===== src/rtl/mbox_pkg.sv =====
package mbox_pkg;
    localparam int DATA_W = 8;

    localparam logic [DATA_W-1:0] OP_OPEN  = 8'h01;
    localparam logic [DATA_W-1:0] OP_CLOSE = 8'h03;
    localparam logic [DATA_W-1:0] OP_ABORT = 8'h22;

    localparam logic [DATA_W-1:0] MARK_HEAD = 8'h01;
    localparam logic [DATA_W-1:0] MARK_TAIL = 8'h03;

    // Field order is decoded by the host: LSB is output-full.
    typedef struct packed {
        logic spare;
        logic ovr;
        logic rdy_data;
        logic rdy_cmd;
        logic busy;
        logic frame;
        logic in_full;
        logic out_full;
    } mbox_stat_t;

    typedef enum logic [1:0] {
        OUT_IDLE,
        OUT_BODY,
        OUT_TAIL,
        OUT_END
    } out_state_t;

    function automatic mbox_stat_t pack_stat(
        input logic out_full, input logic in_full, input logic frame,
        input logic busy, input logic rdy_cmd, input logic rdy_data,
        input logic ovr);
        mbox_stat_t s;
        s.spare    = 1'b0;
        s.ovr      = ovr;
        s.rdy_data = rdy_data;
        s.rdy_cmd  = rdy_cmd;
        s.busy     = busy;
        s.frame    = frame;
        s.in_full  = in_full;
        s.out_full = out_full;
        return s;
    endfunction
endpackage


===== src/rtl/mbox_inbound.sv =====
module mbox_inbound #(
    parameter int DW = mbox_pkg::DATA_W
) (
    input  logic          clk,
    input  logic          rst,
    input  logic          abort,
    input  logic          open,
    input  logic          close,
    input  logic          wr_data,
    input  logic [DW-1:0] wdata,
    output logic [DW-1:0] tdata,
    output logic          tvalid,
    input  logic          tready,
    output logic          in_full,
    output logic          rdy_data,
    output logic          ovr,
    output logic          end_pulse
);
    logic [DW-1:0] hold_q;
    logic          full_q;
    logic          rdy_q;
    logic          ovr_q;
    logic          end_q;

    always_ff @(posedge clk) begin
        if (rst || abort) begin
            hold_q <= '0;
            full_q <= 1'b0;
            rdy_q  <= 1'b0;
            ovr_q  <= 1'b0;
            end_q  <= 1'b0;
        end else begin
            end_q <= close;
            if (open)
                rdy_q <= 1'b1;
            else if (close)
                rdy_q <= 1'b0;

            if (wr_data && rdy_q && full_q) begin
                ovr_q <= 1'b1;
            end else if (wr_data && rdy_q) begin
                hold_q <= wdata;
                full_q <= 1'b1;
            end

            if (full_q && tready)
                full_q <= 1'b0;
        end
    end

    assign tdata     = hold_q;
    assign tvalid    = full_q;
    assign in_full   = full_q;
    assign rdy_data  = rdy_q;
    assign ovr       = ovr_q;
    assign end_pulse = end_q;
endmodule


===== src/rtl/mbox_outbound.sv =====
module mbox_outbound #(
    parameter int DW = mbox_pkg::DATA_W
) (
    input  logic          clk,
    input  logic          rst,
    input  logic          abort,
    input  logic          armed,
    input  logic          rd_data,
    input  logic [DW-1:0] rsp_tdata,
    input  logic          rsp_tvalid,
    input  logic          rsp_tlast,
    output logic          rsp_tready,
    output logic [DW-1:0] dout,
    output logic          out_full,
    output logic          frame,
    output logic          done
);
    import mbox_pkg::*;

    out_state_t    st_q;
    logic [DW-1:0] dout_q;
    logic          full_q;
    logic          frame_q;
    logic          take;

    assign take       = rd_data && full_q;
    assign rsp_tready = (st_q == OUT_BODY) && !full_q;
    assign done       = (st_q == OUT_END) && take;

    always_ff @(posedge clk) begin
        if (rst || abort) begin
            st_q    <= OUT_IDLE;
            dout_q  <= '0;
            full_q  <= 1'b0;
            frame_q <= 1'b0;
        end else if (take) begin
            full_q  <= 1'b0;
            frame_q <= 1'b0;
            if (st_q == OUT_END)
                st_q <= OUT_IDLE;
        end else if (!full_q) begin
            case (st_q)
                OUT_IDLE: if (armed && rsp_tvalid) begin
                    dout_q  <= MARK_HEAD;
                    full_q  <= 1'b1;
                    frame_q <= 1'b1;
                    st_q    <= OUT_BODY;
                end
                OUT_BODY: if (rsp_tvalid) begin
                    dout_q <= rsp_tdata;
                    full_q <= 1'b1;
                    if (rsp_tlast)
                        st_q <= OUT_TAIL;
                end
                OUT_TAIL: begin
                    dout_q  <= MARK_TAIL;
                    full_q  <= 1'b1;
                    frame_q <= 1'b1;
                    st_q    <= OUT_END;
                end
                default: ;
            endcase
        end
    end

    assign dout     = dout_q;
    assign out_full = full_q;
    assign frame    = frame_q;
endmodule


===== src/rtl/mbox_host_if.sv =====
module mbox_host_if #(
    parameter int DW = mbox_pkg::DATA_W
) (
    input  logic          clk,
    input  logic          rst,
    input  logic          hst_addr,
    input  logic          hst_rd,
    input  logic          hst_wr,
    input  logic [DW-1:0] hst_wdata,
    output logic [DW-1:0] hst_rdata,
    output logic [DW-1:0] cmd_tdata,
    output logic          cmd_tvalid,
    input  logic          cmd_tready,
    output logic          pkt_end,
    input  logic [DW-1:0] rsp_tdata,
    input  logic          rsp_tvalid,
    input  logic          rsp_tlast,
    output logic          rsp_tready
);
    import mbox_pkg::*;

    logic       wr_cmd, wr_dat, rd_dat;
    logic       is_open, is_close, is_abort;
    logic       rdy_cmd_q, busy_q;
    logic       in_full, rdy_data, ovr;
    logic       out_full, frame, done;
    logic [DW-1:0] dout;
    mbox_stat_t stat;

    assign wr_cmd   = hst_wr && hst_addr;
    assign wr_dat   = hst_wr && !hst_addr;
    assign rd_dat   = hst_rd && !hst_addr;
    assign is_abort = wr_cmd && (hst_wdata == OP_ABORT);
    assign is_open  = wr_cmd && (hst_wdata == OP_OPEN) && rdy_cmd_q;
    assign is_close = wr_cmd && (hst_wdata == OP_CLOSE) && rdy_data;

    // Session flags: ready-for-command and busy (response pending).
    always_ff @(posedge clk) begin
        if (rst || is_abort) begin
            rdy_cmd_q <= 1'b1;
            busy_q    <= 1'b0;
        end else begin
            if (is_open)
                rdy_cmd_q <= 1'b0;
            else if (done)
                rdy_cmd_q <= 1'b1;
            if (is_close)
                busy_q <= 1'b1;
            else if (done)
                busy_q <= 1'b0;
        end
    end

    mbox_inbound #(.DW(DW)) u_in (
        .clk       (clk),
        .rst       (rst),
        .abort     (is_abort),
        .open      (is_open),
        .close     (is_close),
        .wr_data   (wr_dat),
        .wdata     (hst_wdata),
        .tdata     (cmd_tdata),
        .tvalid    (cmd_tvalid),
        .tready    (cmd_tready),
        .in_full   (in_full),
        .rdy_data  (rdy_data),
        .ovr       (ovr),
        .end_pulse (pkt_end)
    );

    mbox_outbound #(.DW(DW)) u_out (
        .clk        (clk),
        .rst        (rst),
        .abort      (is_abort),
        .armed      (busy_q),
        .rd_data    (rd_dat),
        .rsp_tdata  (rsp_tdata),
        .rsp_tvalid (rsp_tvalid),
        .rsp_tlast  (rsp_tlast),
        .rsp_tready (rsp_tready),
        .dout       (dout),
        .out_full   (out_full),
        .frame      (frame),
        .done       (done)
    );

    assign stat = pack_stat(out_full, in_full, frame, busy_q,
                            rdy_cmd_q, rdy_data, ovr);

    assign hst_rdata = hst_addr ? DW'(stat) : dout;
endmodule


===== config.mk =====
export PLATFORM = sky130hd
export DESIGN_NAME = mbox_host_if
export DESIGN_NICKNAME = d
export VERILOG_FILES = /design/src/rtl/mbox_pkg.sv /design/src/rtl/mbox_inbound.sv /design/src/rtl/mbox_outbound.sv /design/src/rtl/mbox_host_if.sv
export SDC_FILE = /design/constraint.sdc
export NUM_CORES = 1
export LEC_CHECK = 0
export ABC_AREA = 1
export ABC_CLOCK_PERIOD_IN_PS = 1950
export BUFFER_PORTS_ARGS = -buffer_cell sky130_fd_sc_hd__buf_2
export CORE_ASPECT_RATIO = 0.7
export CORE_MARGIN = 4
export CORE_UTILIZATION = 40
export DETAILED_ROUTE_END_ITERATION = 6
export PLACE_DENSITY = 0.65
export SYNTH_ARGS = -nofsm -noshare
export SYNTH_HDL_FRONTEND = slang
export SYNTH_SLANG_ARGS = --single-unit

===== constraint.sdc =====
create_clock -name clk -period 1.95 [get_ports clk]
set_clock_uncertainty 0.05 [all_clocks]
set_input_delay 0.4875 -clock clk [delete_from_list [all_inputs] [get_ports clk]]
set_output_delay 0.4875 -clock clk [all_outputs]
set_load 0.02 [all_outputs]

==> results.py, run 1 <==
metrics = {
    "run_status": {
        "run_status": "finished, final reports clean",
    },
    "clocking": {
        "cts-hold-fix-buffers": 0,
        "cts_tree": "yes",
        "cts.sinks": 26,
        "clock-root-buffer": "sky130_fd_sc_hd__clkbuf_8",
        "path_clk_slew_ns": 0.09,
        "htreeDepth": 1,
        "cts_max_path_buffers": 2,
        "cts_inserted_buffers": 3,
        "insertion_delay_ns": 0.27,
    },
    "synth": {
        "synth.most_common_cell": "sky130_fd_sc_hd__nand2_1",
        "number_of_flops_mapped_to_enable_cells_by_yosys": 0,
        "syn-num-nets": 214,
        "synth_largest_area_cell": "sky130_fd_sc_hd__dfxtp_1",
        "sequential_element_share_of_the_synthesized_area_pct": 39.0,
        "post_synth_main_area_contributors": "sky130_fd_sc_hd__dfxtp_1, sky130_fd_sc_hd__nand2_1, sky130_fd_sc_hd__a21oi_1",
        "synth_ff_type": "sky130_fd_sc_hd__dfxtp_1",
        "synth_cell_type_count": 23,
        "yosys_register_bits": 26,
        "post_synthesis_cell_area_um2": 1330,
        "synthCells": 185,
        "synthesis.area_per_instance_um2": 7.21,
        "synth-warning-count": 0,
        "asyncSetResetFlopFracSynth_pct": 0,
        "netlist.area_leader.share_pct": 39.0,
        "synthTopCellsByCount": "sky130_fd_sc_hd__nand2_1, sky130_fd_sc_hd__dfxtp_1, sky130_fd_sc_hd__inv_1",
    },
    "timing": {
        "fin_crit_sh_pct": 92.7,
        "drv_slew": 0,
        "grt_setup_unrepaired": "no",
        "final_hold_viol_count": 0,
        "worst_slew_pin_slew_ns": 0.301,
        "final_setup_vio_count": 0,
        "setup_tns_ns": 0,
        "timing.slew.headroom_pct": 79.9,
        "max_freq_ghz": 0.553,
        "timing.final.ws_setup_ns": 0.143,
        "period_minus_slack_ns": 1.81,
    },
    "routing": {
        "ant_nets": 0,
        "via_count": 1260,
        "remaining_drc_errors": 0,
        "totalWireLength_um": 3080,
        "avgViaCountPerCell": 4.74,
        "drt_first_iter_violations": 100,
        "drt_pre_antenna_iters": 4,
        "routedWlPerCell_um": 11.6,
    },
    "worst_setup_path": {
        "regToRegEndpoint": "u_out.dout[5]",
        "cp_data_arrival_time_ns": 1.27,
        "rr_startpoint": "u_out.st_q[0]",
        "setup.worst_path.start": "u_out.st_q[0]",
        "critPathMaxFanout": 5,
        "worst_setup_slack_for_register_to_register_paths_ns": 0.31,
        "critical_path_required_ns": 1.41,
        "crit_path_start_kind": "flop",
        "timing.critical_path.cells": "ha_2, inv_1, nor2_1, buf_2",
        "critPathCaptureType": "primary output",
        "critical-path-max-stage-delay_ns": 0.44,
        "worst_path_max_delay_cell": "sky130_fd_sc_hd__dfxtp_1",
        "reg2reg_depth": 8,
        "criticalPathCategory": "flop to primary output",
    },
    "grt": {
        "overflow": 0,
        "globalRouteTotalUtil_pct": 14.6,
        "grt_pass1_vias": 1117,
        "grt_pass1_wl_um": 5200,
        "maximum_number_of_pins_on_one_net_before_global_route_repair": 24,
        "initial_antenna_violation_count": 0,
    },
    "placed_design": {
        "placed_cells_incl_taps": 262,
        "number_of_buffers_inserted_by_port_buffering": 42,
        "dpl_cell_area_um2": 1560,
        "detailed_place_hpwl_um": 2370,
        "post-place-ws_ns": 0.181,
        "gp_congestion": 0.898,
    },
    "die": {
        "rows": 17,
        "initial_core_util_pct": 42.1,
        "dieHeight_um": 56.3,
        "fp.coreArea_um2": 3170,
        "die_x_um": 77.0,
        "num_io_pins": 43,
        "floorplan.die_area_um2": 4340,
    },
    "power_and_ir_drop": {
        "leakage_power_nw": 0.690,
        "pwr_dens_nw_per_um2": 634,
        "worst_supply_voltage_drop_on_vdd_mv": 0.337,
    },
    "cells_and_area": {
        "post_route_cells_drive_above_1_share_pct": 27.2,
        "final_design_area_no_fill_um2": 1640,
        "layout.cells.non_filler": 266,
        "area.growth.synth_to_final_pct": 22.8,
        "antenna_cells_inserted": 0,
        "design.final.nets": 258,
    },
    "hold_path": {
        "hold_path.startpoint": "u_in.tdata[5]",
        "holdPathStages": 2,
        "worstHoldPathType": "flop to flop",
        "worstHoldEndpoint": "u_in.tdata[5]",
    },
    "run": {
        "drv_cap": 0,
    },
}
-- flip-flops by register name, indices dropped and copies added (netlist names) --
| name | cells |
|---|---|
| u_in.tdata | 8 |
| u_in.rdy_data | 1 |
| u_in.end_pulse | 1 |
| u_in.ovr | 1 |
| u_out.st_q | 2 |
| u_out.frame | 1 |
| u_out.dout | 8 |
| u_in.in_full | 1 |
| rdy_cmd_q | 1 |
| busy_q | 1 |
| u_out.out_full | 1 |
-- stage by stage --
step	util [%]	power, mW	hold slack (ns)
CTS	51.6	1.05	0.411
global placement	49.3	0.605	0.394
detailed placement	49.3	0.605	0.394
floorplan	-	0.570	0.375
finish	51.7	1.04	0.413
global route	51.7	1.08	0.419
-- cells in the final DEF (no fill, tap or decap), types with 2 or more instances in the layout --
cell                       synthesis  final
sky130_fd_sc_hd__inv_1            19     19
sky130_fd_sc_hd__nand3_2           2      2
sky130_fd_sc_hd__o21ai_0          13     13
sky130_fd_sc_hd__nor2_1           16     16
sky130_fd_sc_hd__a21oi_1          16     16
sky130_fd_sc_hd__buf_4             0      2
sky130_fd_sc_hd__nand2_2           3      3
sky130_fd_sc_hd__dfxtp_1          26     26
sky130_fd_sc_hd__a21oi_2           3      3
sky130_fd_sc_hd__nand3_1          15     15
sky130_fd_sc_hd__nor3_1            2      2
sky130_fd_sc_hd__nand2_1          48     48
sky130_fd_sc_hd__nand4_1           5      5
sky130_fd_sc_hd__buf_2             1     42
sky130_fd_sc_hd__clkbuf_8          0      3
sky130_fd_sc_hd__ha_1              5      4
-- worst max path at each step --
| stage | to | slack (ns) |
|---|---|---|
| 6_report | rsp_tready | 0.14 |
| 5_1_grt | rsp_tready | 0.02 |
| 4_1_cts | rsp_tready | 0.11 |
| 3_5_place_dp | hst_rdata[4] | 0.18 |
| 3_3_place_gp | hst_rdata[4] | 0.19 |
| 2_1_floorplan | hst_rdata[1] | 0.18 |
-- critical path: cells and delay by family, from the launching register on --
kind / cells / cell delay, ns
AND/OR/NAND/NOR: 1 / 0.08
adder cells (fa/ha/maj): 1 / 0.25
buffers and inverters: 2 / 0.24
flip-flops: 1 / 0.44
-- power breakdown --
part / total, mW / internal, mW / switching [mW] / leakage, nW
logic: 0.0620 / 0.0250 / 0.0370 / 0.445
clock network: 0.446 / 0.275 / 0.171 / 0.0357
registers: 0.531 / 0.531 / 0.0000485 / 0.209
-- cell families (layout without fill, tap and decap cells) --
logic type               Yosys count  count (layout)  synth area share [%]
adder cells (fa/ha/maj)            5               5                  4.69
AO/OA/AOI/OAI                     34              34                  14.6
buffers and inverters             26              69                  9.19
flip-flops                        26              26                  39.0
AND/OR/NAND/NOR                   94              94                  32.5
-- routing by layer --
layer | global-route usage [%] | wire length [µm] | vias to the layer above
met4 | 2.28 | 12 | 0
met5 | 0 | 0 | -
met3 | 4.01 | 139 | 2
li1 | - | - | 682
met2 | 20.7 | 1270 | 26
met1 | 22.2 | 1660 | 550
-- area by class of cell --
| type | instances | area, µm² |
|---|---|---|
| clock inverter | 1 | 30.0 |
| tap | 38 | 47.5 |
| sequential | 26 | 520 |
| inverter | 21 | 80.1 |
| clock buffer | 3 | 41.3 |
| multi-input combinational | 133 | 693 |
| fill | 319 | 1530 |
| timing repair buffer | 44 | 225 |
-- repair_timing --
action / 4_1_cts / 5_1_grt
buffers inserted: 0 / 0
gates resized for setup: 0 / 1
endpoints found under the setup margin: 0 / 1
(Power assumes the default switching activity.)
==> run 2, diff against run 1 <==
Settings changed: PLACE_DENSITY 0.65 to not set, PLACE_DENSITY_LB_ADDON set to 0.2.
==> run 2 against run 1 <==
Fmax is 1.0% lower. Sequential share of layout area is 0.64 points higher. Critical path depth is 1 higher. Sequential cell count stayed put. Count of clock-buffer cells in the layout stayed put. Highest routed layer unchanged. Sequential power hardly changed. Non-clock buffer count stayed put.
==> results.py, run 2 (synthesis gave the netlist of run 1 again) <==
metrics = {
    "power_and_ir_drop": {
        "leakage_power_nw": 0.677,
        "worst_supply_voltage_drop_on_vdd_mv": 0.363,
        "pwr_dens_nw_per_um2": 554,
        "p_total_mw": 0.889,
    },
    "worst_setup_path": {
        "critPathCaptureType": "primary output",
        "cp_data_arrival_time_ns": 1.29,
        "critPathMaxFanout": 4,
        "critical_path_required_ns": 1.41,
        "criticalPathCategory": "flop to primary output",
        "crit_path_start_kind": "flop",
    },
    "timing": {
        "fin_crit_sh_pct": 93.6,
        "setup_tns_ns": 0,
        "timing.slew.headroom_pct": 81.3,
        "timing.final.ws_setup_ns": 0.124,
        "grt_setup_unrepaired": "no",
        "period_minus_slack_ns": 1.83,
        "max_freq_ghz": 0.548,
        "final_setup_vio_count": 0,
        "worst_slew_pin_slew_ns": 0.281,
        "drv_slew": 0,
        "final_hold_viol_count": 0,
    },
    "routing": {
        "drt_pre_antenna_iters": 4,
        "ant_nets": 0,
        "routedWlPerCell_um": 11.6,
        "remaining_drc_errors": 0,
        "totalWireLength_um": 3080,
        "drt_first_iter_violations": 60,
        "via_count": 1250,
        "avgViaCountPerCell": 4.72,
    },
    "cells_and_area": {
        "post_route_cells_drive_above_1_share_pct": 26.4,
        "multi_input_comb_area_um2": 691,
        "layout_commonest_cell": "sky130_fd_sc_hd__nand2_1",
        "antenna_cells_inserted": 0,
        "final.fill_count": 344,
        "final-seq-area_um2": 520,
        "fraction_of_the_core_area_covered_by_cells_at_the_end_of_the_flow_pct": 50.7,
        "design.final.nets": 258,
        "area.growth.synth_to_final_pct": 20.4,
        "most-common-layout-cells": "sky130_fd_sc_hd__nand2_1, sky130_fd_sc_hd__buf_2, sky130_fd_sc_hd__dfxtp_1",
    },
    "clocking": {
        "cts_tree": "yes",
        "htreeDepth": 1,
        "path_clk_slew_ns": 0.08,
        "cts_max_path_buffers": 2,
        "cts.sinks": 26,
        "cts.repair.resized": 0,
        "cts_setup_buffers": 0,
        "cts_inserted_buffers": 3,
        "clock-root-buffer": "sky130_fd_sc_hd__clkbuf_8",
        "cts-hold-fix-buffers": 0,
        "insertion_delay_ns": 0.27,
    },
    "grt": {
        "grt_pass1_vias": 1158,
        "overflow": 0,
        "grt_pass1_wl_um": 5090,
        "maximum_number_of_pins_on_one_net_before_global_route_repair": 24,
        "globalRouteTotalUtil_pct": 14.5,
        "initial_antenna_violation_count": 0,
    },
    "die": {
        "fp.coreArea_um2": 3170,
        "initial_core_util_pct": 42.1,
        "dieHeight_um": 56.3,
        "rows": 17,
        "die_x_um": 77.0,
        "num_io_pins": 43,
        "floorplan.die_area_um2": 4340,
    },
    "placed_design": {
        "detailed_place_hpwl_um": 2400,
        "number_of_buffers_inserted_by_port_buffering": 42,
        "post-place-ws_ns": 0.235,
        "gp_congestion": 0.875,
    },
    "run_status": {
        "run_status": "finished, final reports clean",
    },
    "hold_path": {
        "worstHoldPathType": "flop to flop",
    },
    "run": {
        "drv_cap": 0,
    },
}
## run 2: cell types whose count changed in the layout (fill, tap and decap cells not counted), sizes merged
| cell | before | now |
|---|---|---|
| bufinv | 1 | 0 |
## run 2: final cells by class
class | instances | area share, %
tap | 38 | 2.96
inverter | 21 | 4.99
sequential | 26 | 32.4
timing repair buffer | 44 | 14.0
multi-input combinational | 133 | 43.0
clock buffer | 3 | 2.57
## run 2: routing by layer
layer / global-route usage (%) / up-vias / wire length (µm)
met3: 4.49 / 4 / 141
met4: 2.28 / 0 / 22
met1: 20.9 / 535 / 1680
met2: 21.6 / 25 / 1230
met5: 0 / - / 0
li1: - / 686 / -
## run 2: worst max-delay path: stages, from the launching register on
cell and delay [ns]:
sky130_fd_sc_hd__dfxtp_1 0.38, sky130_fd_sc_hd__inv_1 0.09, sky130_fd_sc_hd__ha_1 0.23, sky130_fd_sc_hd__inv_1 0.11, sky130_fd_sc_hd__nor2_1 0.04, sky130_fd_sc_hd__buf_2 0.16
## run 2: metrics by stage
| step | std cells | hold WS [ns] | area (µm²) |
|---|---|---|---|
| finish | 265 | 0.419 | 1610 |
| global route | 265 | 0.434 | 1610 |
| CTS | 265 | 0.417 | 1610 |
| detailed placement | 262 | 0.408 | 1560 |
| global placement | 262 | 0.405 | 1560 |
| floorplan | 185 | 0.375 | 1330 |
## run 2: report_power, final
group          leakage (nW)  internal, mW  total [mW]  switching [mW]
clock network        0.0216         0.138       0.296           0.158
logic                 0.446        0.0250      0.0621          0.0370
registers             0.209         0.530       0.530       0.0000522
## run 2: path summary, 6_finish.rpt
path                                    start            end  slack, ns  cells past startpoint
worst max register to register  u_out.st_q[0]  u_out.dout[4]       0.33                      8
worst min-delay path            u_in.tdata[1]  u_in.tdata[1]       0.42                      2
worst min register to register  u_in.tdata[1]  u_in.tdata[1]       0.42                      2
worst max-delay path            u_out.st_q[1]     rsp_tready       0.12                      5
